[src/rtl/wdt_pkg.sv]
package wdt_pkg;
  typedef enum logic {
    ST_RUN   = 1'b0,
    ST_PULSE = 1'b1
  } wdt_state_e;

  localparam logic [1:0] SEL_LONG  = 2'b00;
  localparam logic [1:0] SEL_MID   = 2'b01;
  localparam logic [1:0] SEL_SHORT = 2'b10;
  localparam logic [1:0] SEL_OFF   = 2'b11;

  function automatic int unsigned max2(input int unsigned a, input int unsigned b);
    return (a > b) ? a : b;
  endfunction
endpackage

[src/rtl/bus_edge_det.sv]
module bus_edge_det #(
  parameter int unsigned STAGES = 2
) (
  input  logic clk,
  input  logic rst,
  input  logic scl_i,
  input  logic sda_i,
  output logic start_o,
  output logic stop_o
);
  // index 0 = scl, index 1 = sda
  logic [1:0] chain [STAGES];
  logic [1:0] prev_q;

  for (genvar g = 0; g < STAGES; g++) begin : g_sync
    if (g == 0) begin : g_first
      always_ff @(posedge clk) begin
        if (rst) chain[g] <= 2'b11;
        else     chain[g] <= {sda_i, scl_i};
      end
    end else begin : g_rest
      always_ff @(posedge clk) begin
        if (rst) chain[g] <= 2'b11;
        else     chain[g] <= chain[g-1];
      end
    end
  end

  always_ff @(posedge clk) begin
    if (rst) prev_q <= 2'b11;
    else     prev_q <= chain[STAGES-1];
  end

  logic scl_s, sda_s, scl_p, sda_p, scl_hi;
  assign scl_s  = chain[STAGES-1][0];
  assign sda_s  = chain[STAGES-1][1];
  assign scl_p  = prev_q[0];
  assign sda_p  = prev_q[1];
  assign scl_hi = scl_s & scl_p;

  assign start_o = scl_hi &  sda_p & ~sda_s;
  assign stop_o  = scl_hi & ~sda_p &  sda_s;
endmodule

[src/rtl/kick_qual.sv]
module kick_qual (
  input  logic clk,
  input  logic rst,
  input  logic start_i,
  input  logic stop_i,
  output logic kick_o
);
  logic armed_q;

  always_ff @(posedge clk) begin
    if (rst) begin
      armed_q <= 1'b0;
      kick_o  <= 1'b0;
    end else begin
      kick_o <= stop_i & armed_q;
      if (start_i)     armed_q <= 1'b1;
      else if (stop_i) armed_q <= 1'b0;
    end
  end

  AST_KICK_DISARMS: assert property (@(posedge clk) disable iff (rst)
    kick_o |-> !armed_q);
  AST_STOP_ALONE_NO_KICK: assert property (@(posedge clk) disable iff (rst)
    (stop_i && !armed_q) |=> !kick_o);
endmodule

[src/rtl/wdt_core.sv]
module wdt_core
  import wdt_pkg::*;
#(
  parameter int unsigned PER_LONG    = 1400,
  parameter int unsigned PER_MID     = 200,
  parameter int unsigned PER_SHORT   = 25,
  parameter int unsigned PULSE_LONG  = 200,
  parameter int unsigned PULSE_SHORT = 25
) (
  input  logic       clk,
  input  logic       rst,
  input  logic       tick_i,
  input  logic       kick_i,
  input  logic [1:0] sel_i,
  output logic       wdt_n_o,
  output logic       evt_o
);
  localparam int unsigned MAXV  = max2(max2(PER_LONG, PER_MID), max2(PER_SHORT, PULSE_LONG));
  localparam int unsigned CNT_W = $clog2(MAXV + 1);
  localparam logic [CNT_W-1:0] LIM_L  = CNT_W'(PER_LONG - 1);
  localparam logic [CNT_W-1:0] LIM_M  = CNT_W'(PER_MID - 1);
  localparam logic [CNT_W-1:0] LIM_S  = CNT_W'(PER_SHORT - 1);
  localparam logic [CNT_W-1:0] LIM_PL = CNT_W'(PULSE_LONG - 1);
  localparam logic [CNT_W-1:0] LIM_PS = CNT_W'(PULSE_SHORT - 1);

  wdt_state_e       state_q;
  logic [CNT_W-1:0] cnt_q;
  logic [1:0]       sel_q;
  logic [CNT_W-1:0] per_last, pulse_last;

  always_comb begin
    case (sel_q)
      SEL_LONG:  begin per_last = LIM_L; pulse_last = LIM_PL; end
      SEL_MID:   begin per_last = LIM_M; pulse_last = LIM_PL; end
      SEL_SHORT: begin per_last = LIM_S; pulse_last = LIM_PS; end
      default:   begin per_last = '0;    pulse_last = '0;     end
    endcase
  end

  always_ff @(posedge clk) begin
    if (rst) begin
      state_q <= ST_RUN;
      cnt_q   <= '0;
      sel_q   <= sel_i;
      wdt_n_o <= 1'b1;
      evt_o   <= 1'b0;
    end else begin
      sel_q <= sel_i;
      evt_o <= 1'b0;
      if (sel_i == SEL_OFF || sel_i != sel_q) begin
        state_q <= ST_RUN;
        cnt_q   <= '0;
        wdt_n_o <= 1'b1;
      end else if (state_q == ST_RUN) begin
        if (kick_i) begin
          cnt_q <= '0;
        end else if (tick_i) begin
          if (cnt_q == per_last) begin
            state_q <= ST_PULSE;
            cnt_q   <= '0;
            wdt_n_o <= 1'b0;
            evt_o   <= 1'b1;
          end else begin
            cnt_q <= cnt_q + 1'b1;
          end
        end
      end else if (tick_i) begin
        if (cnt_q == pulse_last) begin
          state_q <= ST_RUN;
          cnt_q   <= '0;
          wdt_n_o <= 1'b1;
        end else begin
          cnt_q <= cnt_q + 1'b1;
        end
      end
    end
  end

  AST_EVT_SINGLE: assert property (@(posedge clk) disable iff (rst)
    evt_o |=> !evt_o);
  AST_EVT_AT_FALL: assert property (@(posedge clk) disable iff (rst)
    $fell(wdt_n_o) |-> evt_o);
  AST_OFF_QUIET: assert property (@(posedge clk) disable iff (rst)
    (sel_i == SEL_OFF) |=> (wdt_n_o && !evt_o && cnt_q == '0));
  AST_RUN_BOUND: assert property (@(posedge clk) disable iff (rst)
    (state_q == ST_RUN) |-> (cnt_q <= per_last));
  AST_PULSE_LOW: assert property (@(posedge clk) disable iff (rst)
    (state_q == ST_PULSE) |-> !wdt_n_o);
endmodule

[src/rtl/busact_wdt.sv]
module busact_wdt #(
  parameter int unsigned PER_LONG    = 1400,
  parameter int unsigned PER_MID     = 200,
  parameter int unsigned PER_SHORT   = 25,
  parameter int unsigned PULSE_LONG  = 200,
  parameter int unsigned PULSE_SHORT = 25,
  parameter int unsigned SYNC_STAGES = 2
) (
  input  logic       clk,
  input  logic       rst,
  input  logic       ms_tick,
  input  logic       bus_scl,
  input  logic       bus_sda,
  input  logic [1:0] per_sel,
  output logic       wdt_n,
  output logic       wdt_evt
);
  logic start_w, stop_w, kick_w;

  bus_edge_det #(.STAGES(SYNC_STAGES)) edge_i (
    .clk(clk), .rst(rst), .scl_i(bus_scl), .sda_i(bus_sda),
    .start_o(start_w), .stop_o(stop_w)
  );

  kick_qual qual_i (
    .clk(clk), .rst(rst), .start_i(start_w), .stop_i(stop_w), .kick_o(kick_w)
  );

  wdt_core #(
    .PER_LONG(PER_LONG), .PER_MID(PER_MID), .PER_SHORT(PER_SHORT),
    .PULSE_LONG(PULSE_LONG), .PULSE_SHORT(PULSE_SHORT)
  ) core_i (
    .clk(clk), .rst(rst), .tick_i(ms_tick), .kick_i(kick_w), .sel_i(per_sel),
    .wdt_n_o(wdt_n), .evt_o(wdt_evt)
  );
endmodule

[config.mk]
export PLATFORM = sky130hd
export DESIGN_NAME = busact_wdt
export DESIGN_NICKNAME = d
export VERILOG_FILES = /design/src/rtl/wdt_pkg.sv /design/src/rtl/bus_edge_det.sv /design/src/rtl/kick_qual.sv /design/src/rtl/wdt_core.sv /design/src/rtl/busact_wdt.sv
export SDC_FILE = /design/constraint.sdc
export NUM_CORES = 1
export LEC_CHECK = 0
export BUFFER_PORTS_ARGS = -buffer_cell sky130_fd_sc_hd__buf_2
export CAP_MARGIN = 10
export CORE_UTILIZATION = 45
export DETAILED_ROUTE_END_ITERATION = 12
export GPL_TIMING_DRIVEN = 0
export PLACE_DENSITY = 0.67
export SLEW_MARGIN = 20
export SYNTH_ARGS = -nofsm -noshare
export SYNTH_HDL_FRONTEND = slang
export SYNTH_SLANG_ARGS = --single-unit
[constraint.sdc]
create_clock -name clk -period 3.5 [get_ports clk]
set_clock_uncertainty 0.15 [all_clocks]
set_input_delay 0.35 -clock clk [delete_from_list [all_inputs] [get_ports clk]]
set_output_delay 0.35 -clock clk [all_outputs]
set_load 0.02 [all_outputs]
==> flow_summary_export.csv <==
group,metric,value,unit
outcome,status,"finished clean",
worst_setup_path,required,3610,ps
clock_tree,cts_tree,"yes",
sta,setup_ws,1350,ps
synthesis,syn_area,1140,sq um
synthesis,synth_ff_type,"dfxtp_1",
floorplan,start_util,49.8,%
sta,worst_pin_slew,533,ps
sta,fmax,0.466,GHz
synthesis,synthDistinctLibCells,42,
worst_setup_path,cp-start-kind,"input port",
synthesis,synth_edf_count,0,
worst_setup_path,crit_path_max_fanout,7,
floorplan,core_area,2300,sq um
synthesis,ys_warn_count,0,
routing,drt_wl_total,2.00,mm
sta,period_share,61.3,%
synthesis,syn_nets,124,
place,dp_hpwl,1.47,mm
global_route,grt_pass1_wl,3.39,mm
power,p_sw_share,22.7,%
floorplan,dieWidth,52.4,um
power,p_seq_share,60.2,%
power,p_clk_share,31.5,%
power,p_comb_share,8.3,%
worst_setup_path,crit_slowest_cell,"dlygate4sd3_1",
place,place.gp.congestion,0.813,
global_route,track_usage,17.0,%
global_route,grt_pass1_vias,802,
sta,slew_headroom,64.5,%
clock_tree,root_buffer,"clkbuf_4",
global_route,grt_overflow,0,
clock_tree,clk_latency,320,ps
routing,vias,860,
sta,hold_slack,59.6,ps
place,place_ws,1490,ps
min_path,hold_class,"in -> reg",
routing,first_iter_violations,9,
floorplan,die_area,2750,sq um
power,power.internal,0.000361,W
power,ir_drop,0.000306,V
global_route,grt_start_max_net_pins,14,
floorplan,rows,17,
sta,final_max_slew_viol_count,0,
sta,setup_viol,0,
clock_tree,htree_num_levels,1,
clock_tree,clkSinkCount,24,
worst_setup_path,crit_top_cell,"a21oi_1",
synthesis,syn_area_per_cell,9.86,sq um
finish,final_nets,139,
worst_setup_path,critical-path-top-delay-family,"buffers and inverters",
job,maxCapViolations,0,
worst_setup_path,path_class,"in -> reg",
finish,syn2layout_area_growth,11.5,%
clock_tree,post-cts-setup-buffers,0,
floorplan,ios,9,
routing,drc_errors,0,
power,leakagePower,0.457,nW
clock_tree,clk_path_buf_depth,2,
routing,avgViaCountPerCell,5.44,
sta,setup_tns,0,ps
sta,grt_setup_unrepaired,"no",
finish,layout_commonest_cell,"dfxtp_1",
worst_setup_path,critPathMaxStageDelay,540,ps
routing,drtPass1Iterations,5,
finish,antennaDiodeCount,0,
synthesis,syn-instance-count,116,
routing,ant_nets,0,
place,numPortBuffers,8,
synthesis,synth_seq_cells,24,
sta,finalHoldViolCount,0,
routing,wl_per_cell,12.7,um
power,power_density,366,nW/um^2
worst_setup_path,critPathArrivalTime,2260,ps
worst_setup_path,endpoint_kind,"register",
synthesis,async_reset_ff_share,0,%
finish,layout-drive-gt1-share,23.8,%
clock_tree,path_clk_slew,140,ps
worst_setup_path,critical_path_buf_inv_count,2,
power,p_sw,0.000106,W
sta,min_period,2150,ps
synthesis,synth_seq_area_share,42.0,%
clock_tree,cts_buffers,3,
floorplan,die_h,52.4,um
global_route,antenna_found_initial,0,
worst_setup_path,path_cells,"dlygate4sd3_1 > buf_2 > nor4bb_1 > a21oi_1 > nor3_1 > o311ai_4 > a21oi_1",
finish,final_cell_mix,"dfxtp_1 (24), nor2_1 (17), xnor2_1 (8), buf_2 (8), or2_2 (7)",
## final timing paths
check             slack, ps                  to          startpoint  cells after the start
hold reg to reg         280  edge_i.chain[1][0]  edge_i.chain[0][0]                      1
setup reg to reg       1480     core_i.cnt_q[7]     core_i.sel_q[1]                      6
setup / recovery       1350     core_i.cnt_q[1]          per_sel[1]                      7
hold / removal           60  edge_i.chain[0][1]             bus_sda                      2
## worst reg2reg max path, cell delays in order (launching register included)
cell	delay, ps
dfxtp_1	370
buf_4	190
a21bo_2	240
a221oi_2	300
o211ai_4	140
o311ai_4	430
nor2_1	100
## cell usage after synthesis, types with 2 or more instances
library cell / n / area share, %
xnor2_1: 8 / 6.1
xor2_1: 5 / 3.8
buf_4: 2 / 1.3
o211a_1: 2 / 1.8
nor3_1: 2 / 0.88
nand3_1: 4 / 1.8
nor2_1: 17 / 5.6
a21oi_1: 3 / 1.3
dfxtp_1: 24 / 42
nand2_1: 5 / 1.6
o21ai_0: 2 / 0.88
nand4_1: 2 / 1.1
nand3b_1: 2 / 1.3
or2_2: 7 / 3.8
inv_1: 3 / 0.98
clkbuf_1: 2 / 0.66
## kinds of logic after synthesis
group,count (synthesis),synth area share [%]
AOI/OAI and AO/OA,20,18.6
xor gates and xnor gates,13,9.96
adders and majority gates,1,1.09
buffers and inverters,7,2.95
DFF,24,42.0
muxes,1,0.985
and+or+nand+nor,50,24.4
## through the flow
stage          utilization [%]  power (W)  instances  area [sq um]
2_1_floorplan                -   0.000315        116          1140
3_3_place_gp              53.1   0.000323        152          1220
3_5_place_dp              53.1   0.000324        152          1220
4_1_cts                   55.1   0.000472        157          1260
5_1_grt                   55.5   0.000487        158          1270
6_report                  55.5   0.000467        158          1270
## power groups by stage
| stage | Sequential [W] | Clock [W] | Combinational [W] |
|---|---|---|---|
| final | 0.000281 | 0.000147 | 0.0000389 |
| after detailed placement | 0.000287 | 0 | 0.0000373 |
| after CTS | 0.000281 | 0.000153 | 0.0000383 |
| after global placement | 0.000287 | 0 | 0.0000364 |
| after floorplan | 0.000286 | 0 | 0.0000282 |
| after global routing | 0.000282 | 0.000162 | 0.0000428 |
## registers in the layout, summed over array words and instances, names as in the netlist
| signal | cells |
|---|---|
| edge_i.prev_q | 2 |
| core_i.state_q | 1 |
| qual_i.kick_o | 1 |
| core_i.evt_o | 1 |
| core_i.sel_q | 2 |
| core_i.wdt_n_o | 1 |
| edge_i.chain | 4 |
| qual_i.armed_q | 1 |
| core_i.cnt_q | 11 |
## timing repair
item                                   CTS  global route
setup endpoints to repair                0             0
hold buffers                             1             1
endpoints found under the hold margin    1             1
gates resized for setup                  0             0
## metal layers
layer	GRT usage [%]	up-vias	wire length, um
li1	-	439	-
met1	18.9	408	969
met2	29.7	11	948
met3	6.09	2	67
met4	5.26	0	17
met5	0	-	0
## area by class of cell
| cell class | instances | area [sq um] |
|---|---|---|
| multi-input combinational | 85 | 629 |
| fill | 213 | 1020 |
| timing repair buffer | 10 | 60.1 |
| sequential | 24 | 480 |
| tap | 28 | 35.0 |
| buffer | 4 | 22.5 |
| clock buffer | 4 | 36.3 |
| inverter | 3 | 11.3 |
(Power assumes the default switching activity.)
